`src/rtl/cps_pkg.sv`:
```
package cps_pkg;

  typedef enum logic {
    DMA_ON_CC  = 1'b0,
    DMA_ON_UPD = 1'b1
  } dma_src_e;

  // synchronous rising-edge test against the previous-cycle sample
  function automatic logic rose_now(input logic cur, input logic prev);
    return cur & ~prev;
  endfunction

endpackage

```
`src/rtl/cps_cfg_regs.sv`:
```
module cps_cfg_regs
  import cps_pkg::*;
(
  input  logic     clk,
  input  logic     rst,
  input  logic     cfg_wr,
  input  logic     cfg_preload,
  input  logic     cfg_trig_sel,
  input  logic     cfg_dma_upd,
  output logic     preload_q,
  output logic     trig_sel_q,
  output dma_src_e dma_src_q
);

  always_ff @(posedge clk) begin
    if (rst) begin
      preload_q  <= 1'b0;
      trig_sel_q <= 1'b0;
      dma_src_q  <= DMA_ON_CC;
    end else if (cfg_wr) begin
      preload_q  <= cfg_preload;
      trig_sel_q <= cfg_trig_sel;
      dma_src_q  <= cfg_dma_upd ? DMA_ON_UPD : DMA_ON_CC;
    end
  end

endmodule

```
`src/rtl/cps_com_detect.sv`:
```
module cps_com_detect
  import cps_pkg::*;
(
  input  logic clk,
  input  logic rst,
  input  logic sw_com,
  input  logic trig_in,
  input  logic trig_sel_q,
  input  logic flag_clr,
  output logic com_now,
  output logic com_pulse,
  output logic com_flag
);

  logic trig_q;

  always_comb begin
    com_now = sw_com | (trig_sel_q & rose_now(trig_in, trig_q));
  end

  always_ff @(posedge clk) begin
    if (rst) begin
      trig_q    <= 1'b0;
      com_pulse <= 1'b0;
      com_flag  <= 1'b0;
    end else begin
      trig_q    <= trig_in;
      com_pulse <= com_now;
      if (com_now)       com_flag <= 1'b1;
      else if (flag_clr) com_flag <= 1'b0;
    end
  end

endmodule

```
`src/rtl/cps_chan_bank.sv`:
```
module cps_chan_bank #(
  parameter int NUM_CH = 2,
  parameter int MODE_W = 3
) (
  input  logic                     clk,
  input  logic                     rst,
  input  logic                     preload_q,
  input  logic                     com_now,
  input  logic                     wr_en,
  input  logic [NUM_CH-1:0]        wr_oe,
  input  logic [NUM_CH-1:0]        wr_oen,
  input  logic [NUM_CH*MODE_W-1:0] wr_mode,
  output logic [NUM_CH-1:0]        act_oe,
  output logic [NUM_CH-1:0]        act_oen,
  output logic [NUM_CH*MODE_W-1:0] act_mode
);

  localparam int SLOT_W = MODE_W + 2;

  for (genvar k = 0; k < NUM_CH; k++) begin : g_ch
    logic [SLOT_W-1:0] wr_slot;
    logic [SLOT_W-1:0] shd_q;
    logic [SLOT_W-1:0] act_q;

    assign wr_slot = {wr_oe[k], wr_oen[k], wr_mode[k*MODE_W +: MODE_W]};

    always_ff @(posedge clk) begin
      if (rst) begin
        shd_q <= '0;
        act_q <= '0;
      end else begin
        if (wr_en) shd_q <= wr_slot;
        if (!preload_q) begin
          if (wr_en) act_q <= wr_slot;
        end else if (com_now) begin
          act_q <= wr_en ? wr_slot : shd_q;
        end
      end
    end

    assign act_oe[k]                     = act_q[SLOT_W-1];
    assign act_oen[k]                    = act_q[SLOT_W-2];
    assign act_mode[k*MODE_W +: MODE_W]  = act_q[MODE_W-1:0];
  end

endmodule

```
`src/rtl/cps_dma_route.sv`:
```
module cps_dma_route
  import cps_pkg::*;
#(
  parameter int NUM_CH = 2
) (
  input  logic              clk,
  input  logic              rst,
  input  dma_src_e          dma_src_q,
  input  logic [NUM_CH-1:0] cc_evt,
  input  logic              upd_evt,
  output logic [NUM_CH-1:0] dma_req
);

  always_ff @(posedge clk) begin
    if (rst) begin
      dma_req <= '0;
    end else begin
      unique case (dma_src_q)
        DMA_ON_UPD: dma_req <= {NUM_CH{upd_evt}};
        default:    dma_req <= cc_evt;
      endcase
    end
  end

endmodule

```
`src/rtl/com_preload_ctl.sv`:
```
module com_preload_ctl
  import cps_pkg::*;
#(
  parameter int NUM_CH = 2,
  parameter int MODE_W = 3
) (
  input  logic                     clk,
  input  logic                     rst,
  input  logic                     cfg_wr,
  input  logic                     cfg_preload,
  input  logic                     cfg_trig_sel,
  input  logic                     cfg_dma_upd,
  input  logic                     wr_en,
  input  logic [NUM_CH-1:0]        wr_oe,
  input  logic [NUM_CH-1:0]        wr_oen,
  input  logic [NUM_CH*MODE_W-1:0] wr_mode,
  input  logic                     sw_com,
  input  logic                     trig_in,
  input  logic                     flag_clr,
  input  logic [NUM_CH-1:0]        cc_evt,
  input  logic                     upd_evt,
  output logic [NUM_CH-1:0]        act_oe,
  output logic [NUM_CH-1:0]        act_oen,
  output logic [NUM_CH*MODE_W-1:0] act_mode,
  output logic                     com_pulse,
  output logic                     com_flag,
  output logic [NUM_CH-1:0]        dma_req
);

  logic     preload_q;
  logic     trig_sel_q;
  dma_src_e dma_src_q;
  logic     com_now;

  cps_cfg_regs u_cfg (
    .clk(clk), .rst(rst), .cfg_wr(cfg_wr),
    .cfg_preload(cfg_preload), .cfg_trig_sel(cfg_trig_sel), .cfg_dma_upd(cfg_dma_upd),
    .preload_q(preload_q), .trig_sel_q(trig_sel_q), .dma_src_q(dma_src_q)
  );

  cps_com_detect u_com (
    .clk(clk), .rst(rst), .sw_com(sw_com), .trig_in(trig_in),
    .trig_sel_q(trig_sel_q), .flag_clr(flag_clr),
    .com_now(com_now), .com_pulse(com_pulse), .com_flag(com_flag)
  );

  cps_chan_bank #(.NUM_CH(NUM_CH), .MODE_W(MODE_W)) u_bank (
    .clk(clk), .rst(rst), .preload_q(preload_q), .com_now(com_now),
    .wr_en(wr_en), .wr_oe(wr_oe), .wr_oen(wr_oen), .wr_mode(wr_mode),
    .act_oe(act_oe), .act_oen(act_oen), .act_mode(act_mode)
  );

  cps_dma_route #(.NUM_CH(NUM_CH)) u_dma (
    .clk(clk), .rst(rst), .dma_src_q(dma_src_q),
    .cc_evt(cc_evt), .upd_evt(upd_evt), .dma_req(dma_req)
  );

endmodule

```
`config.mk`:
```
export PLATFORM = sky130hd
export DESIGN_NAME = com_preload_ctl
export DESIGN_NICKNAME = d
export VERILOG_FILES = /design/src/rtl/cps_pkg.sv /design/src/rtl/cps_cfg_regs.sv /design/src/rtl/cps_com_detect.sv /design/src/rtl/cps_chan_bank.sv /design/src/rtl/cps_dma_route.sv /design/src/rtl/com_preload_ctl.sv
export SDC_FILE = /design/constraint.sdc
export NUM_CORES = 1
export LEC_CHECK = 0
export ABC_AREA = 1
export BUFFER_PORTS_ARGS = -buffer_cell sky130_fd_sc_hd__clkbuf_2
export CAP_MARGIN = 20
export CORE_MARGIN = 1.5
export CORE_UTILIZATION = 52
export DETAILED_ROUTE_END_ITERATION = 12
export GPL_ROUTABILITY_DRIVEN = 0
export HOLD_SLACK_MARGIN = 0.12
export PLACE_DENSITY = 0.84
export SLEW_MARGIN = 15
export SYNTH_ARGS = -nofsm -noshare
export SYNTH_HDL_FRONTEND = slang
export SYNTH_HIERARCHICAL = 1
export SYNTH_SLANG_ARGS = --single-unit
```
`constraint.sdc`:
```
create_clock -name clk -period 1.73 [get_ports clk]
set_input_delay 0.346 -clock clk [delete_from_list [all_inputs] [get_ports clk]]
set_output_delay 0.346 -clock clk [all_outputs]
set_load 0.05 [all_outputs]
```
==> results.json, run 1 <==
{
  "hold_viol_final": 0,
  "die-area_sq_mm": 0.002523,
  "synth-seq-area-share": 0.4833,
  "die_w_microns": 50.23,
  "p_int_mw": 0.8486,
  "htreeDepth": 1,
  "p_switching_mw": 0.3791,
  "powerDensity_mw_per_mm2": 877.6,
  "rsz0062_at_grt": "no",
  "vdd_ir_drop_max_v": 0.0006168,
  "cts_buffer_depth": 2,
  "wirelength_mm": 2.515,
  "nets": 225,
  "drtAntennaViolNets": 0,
  "start_util": 0.5736,
  "synthesis.nets": 185,
  "syn-instance-count": 162,
  "viasPerCell": 4.925,
  "place_hpwl_mm": 1.825,
  "min_to": "u_com/trig_q",
  "core_area_sq_mm": 0.002022,
  "crit_arrival_ps": 950,
  "seq_power_share": 0.574,
  "status": "finished clean",
  "cp_slowest_cell": "dfxtp_1",
  "syn_avg_cell_area_sq_um": 7.160,
  "cts_hold_buf": 0,
  "end_kind": "output pin",
  "fin_crit_sh": 0.7500,
  "cp-start-kind": "flip-flop",
  "crit_path_max_fanout": 2,
  "yosys.area.top_type_share": 0.4833,
  "postSynth.asyncResetShare": 0,
  "ff2ff_path_depth": 7,
  "ys_warn_count": 6,
  "synth_ff_type": "dfxtp_1",
  "place_area_sq_mm": 0.001376,
  "r2r_slack_ps": 590,
  "p_leak_nw": 0.7468,
  "grt_usage": 0.2104,
  "grt_pass1_vias": 1052,
  "relSlewSlack": 0.7629,
  "io_buffers": 36,
  "grt_max_degree": 15,
  "clk_pin_slew_worst_paths_ps": 130,
  "drive_above_1_share": 0.2800,
  "synth_edf_count": 0,
  "pwr-share-clk": 0.204,
  "period_minus_slack_ps": 1298,
  "cts_tree": "done",
  "drt_first_iter_violations": 34,
  "finalSetupViolations": 0,
  "met1_usage": 0.2481,
  "tns_ps": 0,
  "root_buffer": "clkbuf_4",
  "cts_setup_buffers": 0,
  "crit_chain": "clkbuf_2",
  "reg2reg_from": "u_com/trig_q",
  "synth_area_sq_mm": 0.001160,
  "ys_seq_elements": 28,
  "design_area_sq_mm": 0.001399,
  "diodes": 0,
  "finalMaxSlewViolations": 0,
  "cp.required_ps": 1380,
  "clock_skew_ps": 4.449,
  "grtUsageMet3": 0.02083,
  "drv_cap": 0,
  "nFillCells": 180,
  "io_pins": 37,
  "drt_pass1_iterations": 4,
  "netlist-cell-type-count": 13,
  "rows": 16,
  "synth.area.top_cells": "dfxtp_1 48%, nand2_1 23%, nand3_1 9.1%",
  "switching_share": 0.3088,
  "vias": 1118,
  "min_path_type": "primary input to flip-flop",
  "cts_sinks": 28,
  "drc": 0,
  "crit_type": "flip-flop to output pin",
  "max_freq_mhz": 770.7,
  "synthTopCellsByCount": "72 x nand2_1, 28 x dfxtp_1, 21 x nand3_1",
  "cts_buffers": 3,
  "p_comb_frac": 0.223,
  "cp_num_buf_inv": 1,
  "cts_resized": 0,
  "yosysMostFrequentCell": "nand2_1",
  "area_growth_pct": 20.60,
  "avgRoutedWirePerCell_microns": 11.08,
  "antenna_found_initial": 0,
  "cp_top_family": "flip-flops",
  "synth_area_leader_cell": "dfxtp_1",
  "r2r_end": "u_bank/g_ch[1].act_q[4]",
  "grt_pass1_wl_mm": 4.181,
  "worst_pin_slew_ps": 354.8,
  "grt_overflow_total": 0,
  "hp-start": "trig_in",
  "whs_path_depth": 3,
  "cp_slowest_stage_delay_ps": 360,
  "clock_latency_ps": 310,
  "use_met2": 0.3772,
  "die_height_microns": 50.23,
  "grt.busiest_layer": "met2"
}
worst max path at each step:
stage	start	endpoint	cells past startpoint
6_report	u_bank/g_ch[1].act_q[0]	act_mode[3]	1
5_1_grt	u_bank/g_ch[0].act_q[4]	act_oe[0]	1
4_1_cts	u_bank/g_ch[1].act_q[1]	act_mode[4]	1
3_5_place_dp	wr_en	u_bank/g_ch[1].act_q[4]	6
3_3_place_gp	wr_en	u_bank/g_ch[1].act_q[3]	6
2_1_floorplan	trig_in	u_bank/g_ch[0].act_q[0]	8
routing by layer:
| metal | part of all wire | up-vias |
|---|---|---|
| li1 | - | 583 |
| met1 | 0.43 | 492 |
| met2 | 0.50 | 39 |
| met3 | 0.058 | 4 |
| met4 | 0.013 | 0 |
| met5 | 0 | - |
placed cells by master, fill, tap and decap left out:
master,count
nand3b_1,1
nand3_1,21
a21oi_1,2
inv_2,1
nand2_1,72
dfxtp_1,28
clkinv_1,2
nor2_1,7
inv_1,11
clkbuf_4,3
a21oi_2,10
buf_4,4
nand2_2,2
clkbuf_2,36
registers in the layout (all words and copies together) (netlist names):
register           flops
u_com/com_pulse        1
u_cfg/trig_sel_q       1
u_bank/g_ch.shd_q     10
u_dma/dma_req          2
u_cfg/preload_q        1
u_com/trig_q           1
u_com/com_flag         1
u_cfg/dma_src_q        1
u_bank/g_ch.act_q     10
through the flow:
step | instances | power [mW] | hold slack, ps | utilization | worst slack (ps)
2_1_floorplan | 162 | 0.9088 | 415.1 | - | 691.8
3_3_place_gp | 224 | 0.9822 | 450.7 | 0.6807 | 455.1
3_5_place_dp | 224 | 0.9911 | 452.7 | 0.6807 | 402.1
4_1_cts | 227 | 1.233 | 221.3 | 0.6918 | 422.2
5_1_grt | 227 | 1.285 | 229.3 | 0.6918 | 377.9
6_report | 227 | 1.228 | 225.4 | 0.6918 | 432.4
cell families after synthesis:
kind of cell,synth area share
AOI/OAI and AO/OA,0.08414
buffers and inverters,0.06904
DFF,0.4833
and+or+nand+nor,0.3635
power by group through the flow:
stage	clock, mW	sequential, mW	combinational, mW
2_1_floorplan	0	0.801	0.108
3_3_place_gp	0	0.718	0.264
3_5_place_dp	0	0.719	0.272
4_1_cts	0.254	0.705	0.274
5_1_grt	0.279	0.710	0.297
6_report	0.250	0.704	0.273
layout make-up:
type	count	area (sq um)	area share
Sequential cell	28	560.5	0.4007
Multi-Input combinational cell	115	519.2	0.3712
Timing Repair Buffer	40	210.2	0.1503
Inverter	14	52.55	0.03757
Tap cell	27	33.78	0.02415
Clock buffer	3	22.52	0.01610
Note: power is estimated with default switching activity, not from simulation.
==> inputs of run 2 (changes only) <==
- CORE_UTILIZATION: 52 -> 44
- PLACE_DENSITY: 0.84 -> 0.76
- clock period: 1.73 -> 1.16 ns (I/O delays scaled with it)
==> results.json, run 2 (synthesized netlist as in run 1, its figures left out) <==
{
  "die_w_microns": 54.34,
  "clock_latency_ps": 320,
  "vias": 1161,
  "diodes": 0,
  "io_buffers": 36,
  "crit_chain": "inv_1 -> nand3_2 -> nand2_2 -> nand2_4 -> clkbuf_16 -> nand3_1 -> nand2_1 -> nand2_1 -> nand2_1",
  "end_kind": "flip-flop",
  "die_height_microns": 54.34,
  "relSlewSlack": 0.8108,
  "powerDensity_mw_per_mm2": 1251,
  "finalSetupViolations": 0,
  "grt_pass1_vias": 1038,
  "crit_path_max_fanout": 5,
  "crit_arrival_ps": 1360,
  "nFillCells": 226,
  "grt_pass1_wl_mm": 4.319,
  "area_growth_pct": 38.30,
  "tns_ps": 0,
  "pre_cts_ws_ps": 7.307,
  "antenna_found_initial": 0,
  "grt_max_degree": 16,
  "place_hpwl_mm": 1.891,
  "nets": 234,
  "p_leak_nw": 0.8252,
  "rsz0062_at_grt": "yes",
  "root_buffer": "clkbuf_4",
  "min_path_type": "primary input to flip-flop",
  "p_total_mw": 2.007,
  "grt_overflow_total": 0,
  "place_inst": 229,
  "die-area_sq_mm": 0.002953,
  "crit_type": "flip-flop to flip-flop",
  "multi_input_area_sq_um": 539.3,
  "cts_tree": "done",
  "hold_viol_final": 0,
  "clk_pin_slew_worst_paths_ps": 140,
  "wirelength_mm": 2.787,
  "final_cell_mix": "70 x nand2_1, 25 x dfxtp_1, 22 x clkbuf_2",
  "start_util": 0.4682,
  "cp_slowest_cell": "dfxtp_1",
  "crit_top_cell": "nand2_1",
  "clock_skew_ps": 4.428,
  "rows": 18,
  "drc": 0,
  "fin_crit_sh": 0.9742,
  "final_common_cell": "nand2_1",
  "status": "finished clean",
  "io_pins": 37,
  "avgRoutedWirePerCell_microns": 11.61,
  "cp-start-kind": "flip-flop",
  "drt_pass1_iterations": 4,
  "drive_above_1_share": 0.3381,
  "cts_buffers": 3,
  "period_minus_slack_ps": 1130,
  "core_area_sq_mm": 0.002477,
  "cts_sinks": 28,
  "grt_usage": 0.2009,
  "cts_buffer_depth": 2,
  "vdd_ir_drop_max_v": 0.0007730,
  "finalMaxSlewViolations": 0,
  "drt_first_iter_violations": 40,
  "drtAntennaViolNets": 0,
  "cp.required_ps": 1390,
  "worst_pin_slew_ps": 282.1,
  "layout.cells.non_filler": 240,
  "layout_setup_ws_ps": 29.89,
  "htreeDepth": 1,
  "reg.largest.list": "u_bank/g_ch.act_q: 10 flops, u_bank/g_ch.shd_q: 10 flops, u_dma/dma_req: 2 flops",
  "viasPerCell": 4.838,
  "regArea_sq_um": 564.3,
  "max_freq_mhz": 884.9,
  "drv_cap": 0,
  "cp_slowest_stage_delay_ps": 320
}
[run 2: changes by cell type in the layout (fill, tap and decap cells not counted), moves of 3 or more]
cell	change
clkbuf_2	-14
buf_4	+9
buf_6	+5
dfxtp_1	-3
dfxtp_2	+3
dlygate4sd3_1	+3
[run 2: where the power goes]
part / internal [mW] / total, mW / switching [mW]
combinational: 0.180 / 0.483 / 0.303
clock: 0.192 / 0.466 / 0.274
sequential: 1.03 / 1.06 / 0.0312
total: 1.40 / 2.01 / 0.608
[run 2: worst paths after layout]
check             slack, ps  depth (start not counted)               startpoint                 endpoint
setup / recovery         30                          9             u_com/trig_q  u_bank/g_ch[1].act_q[2]
hold / removal          150                          3                  upd_evt         u_dma/dma_req[1]
setup reg to reg         30                          9             u_com/trig_q  u_bank/g_ch[1].act_q[2]
hold reg to reg         470                          2  u_bank/g_ch[0].shd_q[4]  u_bank/g_ch[0].shd_q[4]
[run 2: stage by stage]
| stage | utilization | instance area [sq um] | hold WS, ps |
|---|---|---|---|
| floorplan | - | 1160 | 301.1 |
| global placement | 0.5631 | 1395 | 439.2 |
| detailed placement | 0.5631 | 1395 | 453.3 |
| CTS | 0.6066 | 1503 | 139.0 |
| global route | 0.6475 | 1604 | 134.4 |
| finish | 0.6475 | 1604 | 151.1 |
[run 2: critical path, delay by kind of cell, from the launching register on]
| family | cells | cell delay [ps] |
|---|---|---|
| flops | 1 | 320 |
| buf+inv | 2 | 220 |
| simple gates | 7 | 500 |
[run 2: final cells by class]
type,count,share of cell area
clock buffers,4,0.02262
inverters,14,0.03510
multi-input cells,115,0.3362
flip-flops and latches,28,0.3518
well taps,30,0.02340
repair buffers,48,0.2262
repair inverters,1,0.004680
[run 2: routing by layer]
metal | share of wire | up-vias | GRT usage | wire, microns
met3 | 0.056 | 2 | 0.02732 | 156
li1 | - | 600 | - | -
met2 | 0.50 | 39 | 0.3554 | 1397
met5 | 0 | - | 0 | 0
met1 | 0.44 | 520 | 0.2508 | 1221
met4 | 0.0043 | 0 | 0.06250 | 12
[run 2: what timing repair did]
action	CTS	global route
pin swaps	0	5
hold endpoints to repair	3	0
gates resized for setup	15	28
setup endpoints to repair	14	22
hold buffers	3	0
setup buffers	0	2
cloned	0	2
